### config.mk
export PLATFORM = sky130hd
export DESIGN_NAME = pll_lock_irq
export DESIGN_NICKNAME = d
export VERILOG_FILES = /design/src/rtl/pll_lock_irq.sv
export SDC_FILE = /design/constraint.sdc
export NUM_CORES = 1
export LEC_CHECK = 0
export BUFFER_PORTS_ARGS = -buffer_cell sky130_fd_sc_hd__buf_2
export CORE_MARGIN = 2
export CORE_UTILIZATION = 25
export CTS_CLUSTER_SIZE = 12
export DETAILED_ROUTE_END_ITERATION = 8
export GPL_ROUTABILITY_DRIVEN = 0
export HOLD_SLACK_MARGIN = 0.03
export PLACE_DENSITY_LB_ADDON = 0.2
export SLEW_MARGIN = 10
export SYNTH_ARGS = -nofsm -noshare
export SYNTH_HDL_FRONTEND = slang
export SYNTH_SLANG_ARGS = --single-unit
### constraint.sdc
create_clock -name clk -period 1.05 [get_ports clk]
set_input_delay 0.105 -clock clk [delete_from_list [all_inputs] [get_ports clk]]
set_output_delay 0.105 -clock clk [all_outputs]
set_load 0.05 [all_outputs]
### src/rtl/pll_lock_irq.sv
module pll_lock_irq #(
  parameter int N_PLL  = 3,
  parameter int MASK_W = 8,
  parameter int SYNC_N = 2
) (
  input  logic                 clk,
  input  logic                 rst_n,
  input  logic [N_PLL-1:0]     lock_raw,
  input  logic                 wr_en,
  input  logic [1:0]           wr_op,
  input  logic [MASK_W-1:0]    wr_mask,
  output logic [2*N_PLL-1:0]   status,
  output logic [2*N_PLL-1:0]   enable,
  output logic [N_PLL-1:0]     lock_level,
  output logic                 irq,
  output logic                 mask_err
);
  localparam int EV_W = 2 * N_PLL;

  logic [N_PLL-1:0] sync_q [SYNC_N];
  logic [N_PLL-1:0] prev_q;
  logic [EV_W-1:0]  evt;
  logic [EV_W-1:0]  msk;
  logic             do_clr, do_set, do_dis;

  always_ff @(posedge clk or negedge rst_n) begin
    if (!rst_n) begin
      for (int s = 0; s < SYNC_N; s++) sync_q[s] <= '0;
    end else begin
      sync_q[0] <= lock_raw;
      for (int s = 1; s < SYNC_N; s++) sync_q[s] <= sync_q[s-1];
    end
  end

  assign lock_level = sync_q[SYNC_N-1];

  always_ff @(posedge clk or negedge rst_n) begin
    if (!rst_n) prev_q <= '0;
    else        prev_q <= lock_level;
  end

  genvar g;
  generate
    for (g = 0; g < N_PLL; g++) begin : g_edge
      assign evt[g]         =  lock_level[g] & ~prev_q[g];
      assign evt[g + N_PLL] = ~lock_level[g] &  prev_q[g];
    end
  endgenerate

  assign msk    = wr_mask[EV_W-1:0];
  assign do_clr = wr_en && (wr_op == 2'b00);
  assign do_set = wr_en && (wr_op == 2'b01);
  assign do_dis = wr_en && (wr_op == 2'b10);

  always_ff @(posedge clk or negedge rst_n) begin
    if (!rst_n) begin
      status   <= '0;
      enable   <= '0;
      mask_err <= 1'b0;
    end else begin
      status   <= (status & ~(do_clr ? msk : '0)) | evt;
      if (do_set)      enable <= enable | msk;
      else if (do_dis) enable <= enable & ~msk;
      mask_err <= wr_en && (|wr_mask[MASK_W-1:EV_W]);
    end
  end

  assign irq = |(status & enable);
endmodule

* Word-level counts from Yosys, hierarchy flattened *
Cells that the tools add are included.

storage, ports and cells
  bits in registers = 22
  input bits = 16
  output and inout bits = 17
  logic and storage cells = 38

cells by class
  equal/unequal tests = 2
  multiplexer cells = 3
  bitwise logic cells = 19
  reductions and logical operators = 8

operators by type and width
  cell                number
  $and 6x6->6         3
  $mux 6              3
  $not 6->6           2
  $or 6x6->6          2
  $and 1x1->1         6
  $not 1->1           6
  $reduce_or 6->1     1
  $logic_and 1x1->1   4
  $eq 2x1->1 const B  1
  $eq 2x2->1 const B  1
  $logic_not 2->1     1
  $reduce_bool 2->1   1
  $reduce_or 2->1     1

* Depth between registers and ports, before layout *
Gate-level depths: netlist of run 1.

  depth after elaboration = 6
  mapped depth = 3

* Least setup slack after synthesis of run 1 *
OpenSTA, ideal clock, no wires.

  path kind = flip-flop to output port
  from = register (tool-made name)
  to = output irq
  arrival time = 1.227 ns
  required time = 0.945 ns
  slack = -0.282 ns
  cell stages (with the launch flop) = 3
  path buffers = 0
  cell sequence = dfrtp_1 -> a22oi_1 -> nand3_1

RTL lines
  item              line  source
  end: declaration  15    output logic irq,

* Final worst setup path of run 1 *
  from = register status[1]
  to = output irq

on the way
  word-level cells in the longest chain between the ends = 2

RTL lines
  item                      line  source
  start: declaration        12    output logic [2*N_PLL-1:0] status,
  start signal: assignment  61    status <= (status & ~(do_clr ? msk : '0)) | evt;
  $and 6x6->6               68    assign irq = |(status & enable);
  $reduce_or 6->1           68

No other way between the ends.

==> results of run 1 <==
## how the worst max path moves through the flow
stage,start,to,cells past startpoint
2_1_floorplan,status[2]$_DFF_PN0_,irq,2
3_3_place_gp,flop,irq,3
3_5_place_dp,flop,irq,3
4_1_cts,status[1]$_DFF_PN0_,irq,3
5_1_grt,status[1]$_DFF_PN0_,irq,3
6_report,status[1]$_DFF_PN0_,irq,3
## tightest hold or removal path, stage by stage
cell      delay, ns
buf_2          0.11
nor4bb_1       0.05
o22ai_1        0.12
## where the power goes
group,internal [mW],leakage [nW],switching [mW]
Combinational,0.229,0.394,0.282
Clock,0.148,0.0150,0.256
Sequential,0.905,0.228,0.0461
## through the flow
step                      cells  hold WS [ns]
after global placement      149       0.09808
after global routing        164        0.1468
after floorplan              70       -0.1906
final                       164        0.1253
after detailed placement    149        0.1024
after CTS                   163        0.1097
## cell usage in the layout (no fill, tap or decap), drive strengths merged
cell,Yosys,layout
and2b,2,2
and2,1,1
dlygate4sd3,0,6
nor4bb,3,3
a21boi,6,6
a221o,6,6
buf,5,42
nand3,1,1
nand4bb,3,3
nand2b,1,1
o22ai,3,3
clkbuf,0,5
nor2b,4,4
inv,6,6
a22oi,3,3
dfrtp,22,22
o21a,1,1
a22o,3,3
## kinds of logic (layout without fill, tap and decap cells)
family                 Yosys count  count (layout)  synth area share
and+or+nand+nor                 15              15            0.1325
buffers and inverters           11              59           0.06967
DFF                             22              22            0.6011
AOI/OAI and AO/OA               22              22            0.1967
## routing by layer
layer  part of all wire  wire length [µm]
met5                  0                 0
met3              0.060               132
met1               0.48              1051
met2               0.45              1004
met4             0.0086                19
## timing repair
| item | CTS | global route |
|---|---|---|
| resized for setup | 38 | 7 |
| hold buffers | 6 | 0 |
| endpoints found under the hold margin | 26 | 0 |
| buffers inserted | 4 | 1 |
| endpoints found under the setup margin | 17 | 18 |
| pin swaps | 2 | 0 |
## layout make-up
cell class,instances,area share
multi-input cells,37,0.2287
inverters,6,0.01565
repair buffers,49,0.3078
clock buffers,4,0.01826
flip-flops and latches,22,0.3896
well taps,46,0.04000
==> flow_summary.toml, run 1 <==
[critical_path]
critical_path_buf_inv_count = 1
max_stage_delay_ns = 0.43
critical_path.max_fanout = 2
timing.critical_path.slowest_stage_cell = "dfrtp_2"
timing.critical_path.from_type = "flop"
timing.reg2reg.setup_slack_ns = -0.01
crit_path_end_kind = "output pin"
cp.arrival_ns = 1.24
path_cells = "a22oi_2 > nand3_4 > buf_6"
worst-endpoint-required_ns = 0.94
timing.setup.critical_path_class = "flop to output pin"
top_delay_family_on_crit_path = "flip-flops"
r2r_cells = 3

[clock_network]
longest_clk_path_bufs = 2
cts_root_buffer = "clkbuf_4"
cts_tree = "yes"
h-tree-depth = 1
numCtsBuffers = 3
clk_transition_reported_paths_ns = 0.13
clock_sinks = 22
clkLatencyLatePin_ns = 0.31

[grt]
all_layer_gr_usage = 0.1119
globalRouteOverflowTotal = 0
first_global_vias = 748
grt_use_met2 = 0.1667
grt_most_used_layer = "met2"
antenna_found_initial = 0
pin_count_of_the_biggest_net_entering_global_routing = 23
grt_use_met1 = 0.1531
gr_layer_usage_met3 = 0.03993
grt_pass1_wl_mm = 3.519

[route]
routed_via_density = 4.604
detail-route-antenna-nets = 0
detail_route.iter0.violations = 22
drt-total-wl_mm = 2.207
detail_route.first_pass.iterations = 4
drcViolationCount = 0
route.detailed.wl_per_inst_um = 13.46
vias = 755

[placement]
dpl_worst_slack_ns = -0.01029
input_output_buffers = 32
placedInstanceArea_um2 = 1175
half_perimeter_wire_length_after_placement_mm = 1.526

[floorplan]
die_w_um = 64.53
chipHeight_um = 64.53
fp.coreArea_um2 = 3416
count_of_standard_cell_rows = 21
dieArea_um2 = 4163
floorplan.initialDensity = 0.2681
io_pins = 33

[outcome]
outcome = "finished, violations left"
failed_checks = "negative setup slack"

[synth]
synth_edf_count = 0
yosys.cell_count.top_type = "dfrtp_1"
synthTopCellsByCount = "dfrtp_1 (22), a21boi_0 (6), a221o_1 (6), inv_1 (6)"
synth_warnings = 0
ys_top_cells_by_area = "dfrtp_1 (60%), a221o_1 (6.6%), a21boi_0 (4.9%)"
synth_top_area_share = 0.6011
async_reset_ff_frac = 1.000
synthDominantAreaCellType = "dfrtp_1"
mappedNetlistArea_um2 = 915.9
synth_ff_type = "dfrtp_1"
postSynthCellCount = 70
postSynthRegisterBits = 22
avgSynthCellArea_um2 = 13.08
synth_cell_type_count = 17
synthesis.nets = 86
proportion_of_synthesized_chip_area_in_sequential_cells = 0.6011

[power]
power_mw = 1.866
power_density_relative_to_cell_area_nw_per_um2 = 1297
p_leak_nw = 0.6370
ir_worst_vdd_v = 0.0005556

[sta]
final_min_period_over_clock_period = 1.280
slew_viol_final = 0
layout_min_cycle_time_ns = 1.344
final.setup.tns_ns = -0.7890
grt_setup_unrepaired = "yes"
worst_clock_skew_ns = 0.008085
worst_slew_margin_rel = 0.6673
report.final.hold_viol_count = 0
slew_at_the_pin_closest_to_its_max_slew_limit_ns = 0.4990
setup_viol_count_final = 7
postLayoutSetupSlackWorst_ns = -0.2939
max_freq_ghz = 0.7441

[cells_and_area]
fill_cells = 339
fin_nets = 135
finish.utilization = 0.4212
layout_area_growth_over_synthesis_pct = 57.10
antenna_cells_inserted = 0
stdcell_area_um2 = 1439
final-seq-area_um2 = 560.5
final_layout_size_suffix_gt1_frac = 0.4915
multiInputGateArea_um2 = 329.1

[hold_path]
hold_depth = 3
min-delay-start = "wr_op[0]"
min_to = "status[2]$_DFF_PN0_"
hold_path.class = "input pin to flop"

[run]
cap_violations = 0
Power figures use the tool's default switching activity.
==> inputs of run 2 (changes only) <==
--- a/config.mk
+++ b/config.mk
@@ -17,3 +17,4 @@
 export SYNTH_ARGS = -nofsm -noshare
 export SYNTH_HDL_FRONTEND = slang
 export SYNTH_SLANG_ARGS = --single-unit
+export TNS_END_PERCENT = 20
==> run 2 against run 1 <==
Net effect:
- the flow still finishes with violations (negative setup slack)
- setup slack improved by 0.011 ns
- register-to-register slack barely moved
- final area fell by 3.0%
- die area did not move
- sequential share of layout area rose by 1.2 points
- wire length fell by 1.4%
- first-iteration DRC count fell by 14%
- via count fell by 4.5%
- combinational power fell by 5.9%
- clock-buffer cell count did not move
- critical path type unchanged
- critical endpoint unchanged
- largest power group unchanged
- highest routed layer unchanged
==> flow_summary.toml, run 2 (same netlist as run 1, synthesis figures left out) <==
[cells_and_area]
final_common_cell = "buf_6"
post_layout_instance_count_excluding_filler_cells = 160
mostFrequentLayoutCells = "buf_6 (17), buf_2 (16), dfrtp_1 (14)"
multiInputGateArea_um2 = 329.1
fin_nets = 131
layout_area_growth_over_synthesis_pct = 52.32
final-seq-area_um2 = 560.5
finish.utilization = 0.4084
final_layout_size_suffix_gt1_frac = 0.4737
fill_cells = 341
antenna_cells_inserted = 0

[grt]
pin_count_of_the_biggest_net_entering_global_routing = 23
grt_pass1_wl_mm = 3.795
antenna_found_initial = 0
globalRouteOverflowTotal = 0
first_global_vias = 774
all_layer_gr_usage = 0.1162

[sta]
postLayoutSetupSlackWorst_ns = -0.2834
slew_at_the_pin_closest_to_its_max_slew_limit_ns = 0.5064
max_freq_ghz = 0.7500
report.final.hold_viol_count = 0
worst_clock_skew_ns = 0.01761
setup_viol_count_final = 7
grt_setup_unrepaired = "yes"
layout_min_cycle_time_ns = 1.333
worst_slew_margin_rel = 0.6624
final_min_period_over_clock_period = 1.270
slew_viol_final = 0

[critical_path]
crit_path_end_kind = "output pin"
timing.setup.critical_path_class = "flop to output pin"
cp.arrival_ns = 1.23
critical_path.max_fanout = 4
timing.critical_path.slowest_stage_cell = "dfrtp_2"
top_delay_family_on_crit_path = "flip-flops"
worst-path-stages = 3
r2r_cells = 3
worst-endpoint-required_ns = 0.94
path_cells = "a22oi_2 > nand3_4 > buf_6"
critical_path_buf_inv_count = 1
timing.reg2reg.setup_slack_ns = -0.02
timing.critical_path.from_type = "flop"
max_stage_delay_ns = 0.46

[hold_path]
hold_path.class = "input pin to flop"
min-delay-start = "wr_en"
min_to = "mask_err$_DFF_PN0_"
hold_depth = 2

[floorplan]
io_pins = 33
die_w_um = 64.53
floorplan.initialDensity = 0.2681
count_of_standard_cell_rows = 21
chipHeight_um = 64.53
fp.coreArea_um2 = 3416
dieArea_um2 = 4163

[clock_network]
clkLatencyLatePin_ns = 0.31
cts_tree = "yes"
numCtsBuffers = 3
cts_root_buffer = "clkbuf_4"
clk_transition_reported_paths_ns = 0.13
longest_clk_path_bufs = 2
clock_sinks = 22
h-tree-depth = 1

[outcome]
outcome = "finished, violations left"
failed_checks = "negative setup slack"

[power]
p_leak_nw = 0.6125
ir_worst_vdd_v = 0.0006416
power_density_relative_to_cell_area_nw_per_um2 = 1319

[placement]
input_output_buffers = 32
dpl_worst_slack_ns = -0.001360
dpl.cell_count = 147

[run]
cap_violations = 0

[route]
drcViolationCount = 0
detail_route.iter0.violations = 19
routed_via_density = 4.506
detail_route.first_pass.iterations = 4
drt-total-wl_mm = 2.176
detail-route-antenna-nets = 0
route.detailed.wl_per_inst_um = 13.60
vias = 721
-- run 2: layout make-up --
class,instances,share of cell area
Timing Repair Buffer,45,0.2861
Inverter,6,0.01614
Sequential cell,22,0.4018
Multi-Input combinational cell,37,0.2359
Clock buffer,4,0.01883
Tap cell,46,0.04126
-- run 2: worst max path at each step --
| stage | startpoint | endpoint | slack (ns) |
|---|---|---|---|
| global placement | flop | irq | 0.006 |
| global route | status[0]$_DFF_PN0_ | irq | -0.35 |
| floorplan | flop | flop | -0.09 |
| finish | flop | irq | -0.28 |
| detailed placement | flop | irq | -0.001 |
| CTS | status[0]$_DFF_PN0_ | irq | -0.30 |
-- run 2: through the flow --
| stage | setup TNS (ns) | hold slack (ns) | cell area, µm² | total power [mW] |
|---|---|---|---|---|
| final | -0.6591 | 0.07599 | 1395 | 1.840 |
| after detailed placement | -0.001360 | 0.1078 | 1157 | 1.346 |
| after CTS | -0.8226 | 0.05102 | 1370 | 1.846 |
| after global routing | -1.212 | 0.04931 | 1395 | 1.937 |
| after global placement | 0 | 0.1036 | 1157 | 1.340 |
| after floorplan | -0.2485 | -0.1906 | 950.9 | 1.216 |
-- run 2: power by group --
part           switching [mW]  internal (mW)  total, mW  leakage [nW]
clock                   0.255          0.148      0.403        0.0150
combinational           0.274          0.207      0.481         0.370
sequential             0.0514          0.905      0.956         0.228
-- run 2: metal layers --
metal | global-route usage | routed length (µm)
met3 | 0.03993 | 151
met1 | 0.1626 | 1055
met4 | 0.02394 | 10
met2 | 0.1745 | 960
met5 | 0 | 0
-- run 2: repair_timing --
item	CTS	global route
setup buffers	3	1
setup endpoints to repair	17	19
hold buffers	6	0
hold endpoints to repair	26	0
resized for setup	34	9
pin swaps	3	0
